===== src/rtl/hpt_pkg.sv =====
package hpt_pkg;

    typedef enum logic [1:0] {
        S_IDLE  = 2'd0,
        S_ISSUE = 2'd1,
        S_WAIT  = 2'd2,
        S_RESP  = 2'd3
    } hpt_state_e;

    function automatic int pte_bits(int vpn_w, int pid_w, int ppn_w);
        return 1 + vpn_w + pid_w + ppn_w;
    endfunction

endpackage


===== src/rtl/hpt_hash.sv =====
module hpt_hash #(
    parameter int VPN_W  = 20,
    parameter int PID_W  = 8,
    parameter int SLOT_W = 6
) (
    input  logic [VPN_W-1:0]  vpn,
    input  logic [PID_W-1:0]  pid,
    input  logic              alt,
    output logic [SLOT_W-1:0] slot
);
    logic [SLOT_W-1:0] fold;

    always_comb begin
        fold = '0;
        for (int i = 0; i < VPN_W; i++) begin
            fold[i % SLOT_W] = fold[i % SLOT_W] ^ vpn[i];
        end
        for (int j = 0; j < PID_W; j++) begin
            fold[j % SLOT_W] = fold[j % SLOT_W] ^ pid[j];
        end
        slot = alt ? ~fold : fold;
    end
endmodule


===== src/rtl/hpt_addr.sv =====
module hpt_addr #(
    parameter int PA_W      = 32,
    parameter int SLOT_W    = 6,
    parameter int IDX_W     = 3,
    parameter int PTE_BYTES = 8
) (
    input  logic [PA_W-1:0]   base,
    input  logic [SLOT_W-1:0] slot,
    input  logic [IDX_W-1:0]  idx,
    output logic [PA_W-1:0]   addr
);
    localparam int PTE_SH = $clog2(PTE_BYTES);

    logic [PA_W-1:0] offset;

    always_comb begin
        offset = '0;
        offset[PTE_SH +: IDX_W] = idx;
        offset[PTE_SH + IDX_W +: SLOT_W] = slot;
        addr = base + offset;
    end
endmodule


===== src/rtl/hpt_match.sv =====
module hpt_match #(
    parameter int VPN_W = 20,
    parameter int PID_W = 8,
    parameter int PPN_W = 16,
    parameter int PTE_W = 1 + VPN_W + PID_W + PPN_W
) (
    input  logic [PTE_W-1:0] pte,
    input  logic [VPN_W-1:0] vpn,
    input  logic [PID_W-1:0] pid,
    output logic             hit,
    output logic [PPN_W-1:0] ppn
);
    logic             e_valid;
    logic [PID_W-1:0] e_pid;
    logic [VPN_W-1:0] e_vpn;

    always_comb begin
        e_valid = pte[PTE_W-1];
        e_pid   = pte[PPN_W + VPN_W +: PID_W];
        e_vpn   = pte[PPN_W +: VPN_W];
        ppn     = pte[PPN_W-1:0];
        hit     = e_valid && (e_pid == pid) && (e_vpn == vpn);
    end
endmodule


===== src/rtl/hpt_lookup.sv =====
module hpt_lookup
    import hpt_pkg::*;
#(
    parameter int VPN_W      = 20,
    parameter int PID_W      = 8,
    parameter int PPN_W      = 16,
    parameter int PA_W       = 32,
    parameter int SLOTS_LOG2 = 6,
    parameter int ENTRIES    = 8,
    parameter int PTE_BYTES  = 8,
    localparam int PTE_W     = pte_bits(VPN_W, PID_W, PPN_W)
) (
    input  logic             clk,
    input  logic             rst_n,
    input  logic [PA_W-1:0]  tbl_base,
    input  logic             req_valid,
    output logic             req_ready,
    input  logic [VPN_W-1:0] req_vpn,
    input  logic [PID_W-1:0] req_pid,
    output logic             resp_valid,
    input  logic             resp_ready,
    output logic             resp_hit,
    output logic [PPN_W-1:0] resp_ppn,
    output logic             mem_req_valid,
    input  logic             mem_req_ready,
    output logic [PA_W-1:0]  mem_req_addr,
    input  logic             mem_rsp_valid,
    output logic             mem_rsp_ready,
    input  logic [PTE_W-1:0] mem_rsp_data
);
    localparam int IDX_W = $clog2(ENTRIES);
    localparam logic [IDX_W-1:0] IDX_LAST = IDX_W'(ENTRIES - 1);

    typedef struct packed {
        hpt_state_e       st;
        logic [VPN_W-1:0] vpn;
        logic [PID_W-1:0] pid;
        logic [PA_W-1:0]  base;
        logic [IDX_W-1:0] idx;
        logic             second;
        logic             hit;
        logic [PPN_W-1:0] ppn;
    } regs_t;

    regs_t q, d;

    logic [SLOTS_LOG2-1:0] slot_idx;
    logic                  ent_hit;
    logic [PPN_W-1:0]      ent_ppn;

    hpt_hash #(.VPN_W(VPN_W), .PID_W(PID_W), .SLOT_W(SLOTS_LOG2)) u_hash (
        .vpn (q.vpn),
        .pid (q.pid),
        .alt (q.second),
        .slot(slot_idx)
    );

    hpt_addr #(.PA_W(PA_W), .SLOT_W(SLOTS_LOG2), .IDX_W(IDX_W), .PTE_BYTES(PTE_BYTES)) u_addr (
        .base(q.base),
        .slot(slot_idx),
        .idx (q.idx),
        .addr(mem_req_addr)
    );

    hpt_match #(.VPN_W(VPN_W), .PID_W(PID_W), .PPN_W(PPN_W), .PTE_W(PTE_W)) u_match (
        .pte(mem_rsp_data),
        .vpn(q.vpn),
        .pid(q.pid),
        .hit(ent_hit),
        .ppn(ent_ppn)
    );

    always_comb begin
        d = q;
        req_ready     = (q.st == S_IDLE);
        mem_req_valid = (q.st == S_ISSUE);
        mem_rsp_ready = (q.st == S_WAIT);
        resp_valid    = (q.st == S_RESP);
        resp_hit      = q.hit;
        resp_ppn      = q.ppn;
        case (q.st)
            S_IDLE: begin
                if (req_valid) begin
                    d.vpn    = req_vpn;
                    d.pid    = req_pid;
                    d.base   = tbl_base;
                    d.idx    = '0;
                    d.second = 1'b0;
                    d.hit    = 1'b0;
                    d.ppn    = '0;
                    d.st     = S_ISSUE;
                end
            end
            S_ISSUE: begin
                if (mem_req_ready) d.st = S_WAIT;
            end
            S_WAIT: begin
                if (mem_rsp_valid) begin
                    if (ent_hit) begin
                        d.hit = 1'b1;
                        d.ppn = ent_ppn;
                        d.st  = S_RESP;
                    end else if (q.idx != IDX_LAST) begin
                        d.idx = q.idx + 1'b1;
                        d.st  = S_ISSUE;
                    end else if (!q.second) begin
                        d.second = 1'b1;
                        d.idx    = '0;
                        d.st     = S_ISSUE;
                    end else begin
                        d.st = S_RESP;
                    end
                end
            end
            S_RESP: begin
                if (resp_ready) d.st = S_IDLE;
            end
            default: d.st = S_IDLE;
        endcase
    end

    always_ff @(posedge clk) begin
        if (!rst_n) begin
            q <= '0;
        end else begin
            q <= d;
        end
    end
endmodule


===== config.mk =====
export PLATFORM = sky130hd
export DESIGN_NAME = hpt_lookup
export DESIGN_NICKNAME = d
export VERILOG_FILES = /design/src/rtl/hpt_pkg.sv /design/src/rtl/hpt_hash.sv /design/src/rtl/hpt_addr.sv /design/src/rtl/hpt_match.sv /design/src/rtl/hpt_lookup.sv
export SDC_FILE = /design/constraint.sdc
export NUM_CORES = 1
export LEC_CHECK = 0
export BUFFER_PORTS_ARGS = -buffer_cell sky130_fd_sc_hd__buf_2
export CORE_MARGIN = 5
export CORE_UTILIZATION = 50
export CTS_CLUSTER_DIAMETER = 40
export CTS_CLUSTER_SIZE = 28
export DETAILED_ROUTE_END_ITERATION = 6
export GPL_TIMING_DRIVEN = 0
export PLACE_DENSITY = 0.8
export SYNTH_ARGS = -nofsm -noshare
export SYNTH_HDL_FRONTEND = slang
export SYNTH_HIERARCHICAL = 1
export SYNTH_SLANG_ARGS = --single-unit

===== constraint.sdc =====
create_clock -name clk -period 3.2 [get_ports clk]
set_input_delay 0 -clock clk [delete_from_list [all_inputs] [get_ports clk]]
set_output_delay 0 -clock clk [all_outputs]
set_load 0.03 [all_outputs]

### Word level (Yosys, flattened, before mapping)

Cells that the tools add are included.

* input bits: 111
* flip-flop bits (word level): 83
* output and inout port bits: 53
* word-level logic and storage cells: 72

* add/subtract/negate cells: 2
* reductions and logical operators: 9
* bitwise logic cells: 23
* multiplexer cells: 16
* eq/ne operators: 14

Operators by type and width (number)
* $mux 83: 1
* $pmux 21 s2: 1
* $add 32x12->32: 1
* $xor 1x1->1: 22
* $mux 21: 1
* $eq 20x20->1: 1
* $mux 17: 1
* $mux 2: 6
* $reduce_and 5->1: 2
* $eq 8x8->1: 1
* $mux 4: 2
* $ne 2x2->1 const B: 4
* $pmux 2 s4: 1
* $reduce_and 4->1: 2
* $mux 6: 1
* $ne 2x1->1 const B: 3
* $not 6->6: 1
* $eq 2x2->1 const B: 2
* $add 3x1->3 const B: 1
* $mux 3: 1
* $ne 3x2->1 const B: 1
* $ne 3x3->1 const B: 1
* $eq 2x1->1 const B: 1
* $logic_and 1x1->1: 2
* 4 further kinds: 4

### Depth between registers and ports, before layout

* depth in word-level cells: 8
* gate-level depth with buffers: 9
* gate-level depth less buffers: 8

### By module

Netlist, hierarchy kept.

Modules (own cells, without submodules)
* hpt_lookup: area an instance 3211.8 µm², instances 1, cells each 363, seq. area each 1661.6 µm²
* hpt_addr: area an instance 867.1 µm², instances 1, cells each 111, seq. area each 0.0 µm²
* hpt_match: area an instance 439.2 µm², instances 1, cells each 54, seq. area each 0.0 µm²
* hpt_hash: area an instance 285.3 µm², instances 1, cells each 20, seq. area each 0.0 µm²

### Worst setup path after synthesis

OpenSTA, ideal clock, no wires.

* path type: register to output
* start point: register q[17] in the netlist's numbering
* end point: output mem_req_addr[10]
* arrival time: 2.996 ns
* setup slack: 0.204 ns
* data required time: 3.200 ns
* cell stages (with the launch flop): 8
* buffers on the path: 0
* path through: dfxtp_1 xnor3_1 xnor3_1 ha_1 nand3_1 nor2_1 o21ai_0 o311ai_0

* word-level cells in the longest chain between the ends: 2

RTL lines
* start, declared: RTL line hpt_lookup.sv:45 `regs_t q, d;`
* start signal, assigned: RTL line hpt_lookup.sv:124 `q <= '0;`
* start signal, assigned: RTL line hpt_lookup.sv:126 `q <= d;`
* $mux 6: RTL line hpt_hash.sv:21 `slot = alt ? ~fold : fold;`
* net slot_idx[1]: RTL line hpt_lookup.sv:47 `logic [SLOTS_LOG2-1:0] slot_idx;`
* $add 32x12->32: RTL line hpt_addr.sv:20 `addr = base + offset;`
* end, declared: RTL line hpt_lookup.sv:26 `output logic [PA_W-1:0] mem_req_addr,`

The timed path passes the listed nets, and every way through them passes these cells.

### Final worst setup path

* start point: register q[53] in the netlist's numbering
* end point: output mem_req_addr[19]

* word-level cells in the longest chain between the ends: 5

RTL lines
* $xor 1x1->1 * (2 in a row): RTL line hpt_hash.sv:19 `fold[j % SLOT_W] = fold[j % SLOT_W] ^ pid[j];`
* $not 6->6: RTL line hpt_hash.sv:21
* $mux 6 *: RTL line hpt_hash.sv:21
* net slot_idx[0]: RTL line hpt_lookup.sv:47
* $add 32x12->32 *: RTL line hpt_addr.sv:20

Mark *: on every way through the listed nets, which the timed path passes. The rest lies on a longest branch.

==> results.yml <==
pwr:
  powerDensity_mw_per_mm2: 438
  p_switching_uw: 996
  clockPowerShare: 0.289
  intPower_mw: 1.97
  comb_power_share: 0.322
  p_sw_frac: 0.336
  leakage_nw: 3.12
  p_seq_frac: 0.389
  p_total_mw: 2.96
  irDropWorstVdd_uv: 275
flow_run:
  cap_violations: 0
finish:
  drive_gt1_frac: 0.296
  layout.nets: 909
  antennaDiodeCount: 0
  final_util: 0.728
  synthToLayoutAreaGrowth_pct: 40.8
place:
  gp_congestion: 0.901
  dpl.hpwl_um: 10100
  numPortBuffers: 147
yosys:
  synth_area_mm2: 0.00480
  synth.avg_cell_area_um2: 8.77
  ys.flop_type: "dfxtp_1"
  netlist_instances: 548
  synth_seq_cells: 83
  synth_fp_nets: 671
  synth_top_area_frac: 0.346
  synth-edff-count: 0
  synth_area_leader_cell: "dfxtp_1"
  yosysWarnings: 6
  synth_cell_type_count: 53
  synthTopCellsByArea: "dfxtp_1 (35%), nand2_1 (10%), a21boi_0 (9.8%)"
  seq_area_frac_synth: 0.346
  async_flop_share: 0
timing:
  fmax_mhz: 320
  skew_ns: 0.0103
  worstMarginPinSlew_ns: 0.840
  post-route-period-util: 0.977
  fin_hold_ws_ns: 0.0146
  finalHoldViolCount: 0
  max-slew-margin-rel: 0.439
  tns_ns: 0
  final-setup-viol-count: 0
  drv_slew: 0
  period_needed_ns: 3.13
  rsz0062_at_grt: "yes"
grt:
  grt_max_degree: 15
  globalRouteOverflowTotal: 0
  grtUsageTotal: 0.247
  grt_pass1_wl_um: 22900
  antenna_found_initial: 0
  grt_pass1_vias: 4860
cts:
  cts_root_buf: "clkbuf_8"
  clock_latency_ns: 0.35
  cts_buffers: 9
  clkTransAtPathRegs_ns: 0.08
  cts_sinks: 83
  cts_max_path_buffers: 2
  htreeDepth: 3
  cts_tree: "yes"
hold_path:
  hp-start: "mem_rsp_valid"
  hold_class: "in2reg"
drt:
  drc: 0
  num_vias: 4754
  viasPerCell: 5.17
  drt_iter0_drc: 288
  ant_nets: 0
  totalWireLength_um: 14400
  drt_pre_antenna_iters: 6
  wl_per_cell_um: 15.7
floorplan:
  start_util: 0.517
  die_h_um: 108
  coreArea_mm2: 0.00928
  design.die.area_mm2: 0.0117
  rows: 35
  io_pins: 164
  die_x_um: 108
critical_path:
  crit_arrival_ns: 3.13
  cp_max_fo: 5
  r2r-start: "q[76]"
  end_kind: "output pin"
  critical_path.startpoint: "q[53]"
  startpoint_type: "flop"
  critical_path_class: "reg2out"
  critical_path_required_ns: 3.20
status:
  outcome: "finished clean"
power groups by stage:
stage               clock, mW  sequential, mW  combinational, mW
CTS                     0.862            1.15              0.926
global placement            0            1.17              0.832
finish                  0.856            1.15              0.956
detailed placement          0            1.17              0.850
floorplan                   0            1.16              0.607
global route            0.902            1.16               1.03
what timing repair did:
action,4_1_cts,5_1_grt
hold endpoints to repair,77,0
endpoints found under the setup margin,21,21
hold buffers,77,0
pin swaps,1,3
gates resized for setup,2,12
buffers inserted,0,3
critical path, stage by stage, from the launching register on:
cell and delay, ns:
dfxtp_1 0.36, xnor2_1 0.26, xnor3_1 0.47, ha_2 0.34, and3_1 0.16, a221o_2 0.42, a21o_2 0.26, nand3_1 0.13
xnor2_1 0.14, buf_2 0.23
flip-flops by register name (all words and copies together) (netlist names):
| name | flops |
|---|---|
| q | 66 |
| resp_hit | 1 |
| resp_ppn | 16 |
metal layers:
layer  routed length (um)  track usage  vias to the layer above
li1                     -            -                     2306
met4                  420        0.100                        0
met3                  738       0.0346                       34
met1                 5870        0.289                     2251
met5                    0            0                        -
met2                 7410        0.452                      163
layout make-up:
cell class / instances / area, um^2
Clock buffer: 10 / 138
Clock inverter: 6 / 88.8
Inverter: 7 / 26.3
Tap cell: 129 / 161
Sequential cell: 83 / 1670
Timing Repair Buffer: 227 / 1530
Buffer: 62 / 393
Fill cell: 717 / 2520
Multi-Input combinational cell: 396 / 2760
final timing paths:
path / to / slack (ns) / cells past startpoint
worst min register to register: q[21] / 0.47 / 2
worst min-delay path: resp_hit / 0.01 / 3
worst max-delay path: mem_req_addr[19] / 0.07 / 9
worst max register to register: resp_ppn[14] / 0.47 / 9
stage by stage:
stage / area, um^2 / worst slack, ns / instances
floorplan: 4800 / 0.204 / 548
global placement: 5700 / 0.222 / 824
detailed placement: 5700 / 0.179 / 824
CTS: 6700 / 0.00408 / 917
global route: 6760 / -0.00208 / 920
finish: 6760 / 0.0746 / 920
placed cells by master, fill, tap and decap left out, types with 10 or more instances in the layout:
cell type        n
buf_4           41
clkbuf_8        10
buf_2          153
a21boi_0        62
xor2_1          36
dfxtp_1         81
a22o_1          16
clkbuf_1        16
nand2_1        134
nand3_1         11
dlygate4sd3_1   77
xnor2_1         28
kinds of logic after synthesis:
group / Yosys count / synth area share
DFF: 83 / 0.346
and+or+nand+nor: 193 / 0.182
AOI/OAI and AO/OA: 117 / 0.194
xor gates and xnor gates: 73 / 0.156
muxes: 1 / 0.00208
buffers and inverters: 69 / 0.0873
adders and majority gates: 12 / 0.0328
cells in the mapped netlist (2+ instances only):
library cell and instances:
a211oi_1 6, a21boi_0 63, a21o_1 4, a21oi_1 9
a22o_1 16, and3_1 5, buf_2 8, buf_4 36
buf_6 2, clkbuf_1 16, dfxtp_1 83, ha_1 11
inv_1 7, nand2_1 134, nand3_1 11, nand4_1 9
nor2_1 9, nor2b_1 4, nor3_1 4, nor3b_1 2
nor4_1 3, nor4_2 2, o21a_1 2, o21ai_0 3
xnor2_1 29, xnor3_1 8, xor2_1 36
No activity file was read; power rests on OpenSTA's default activity.
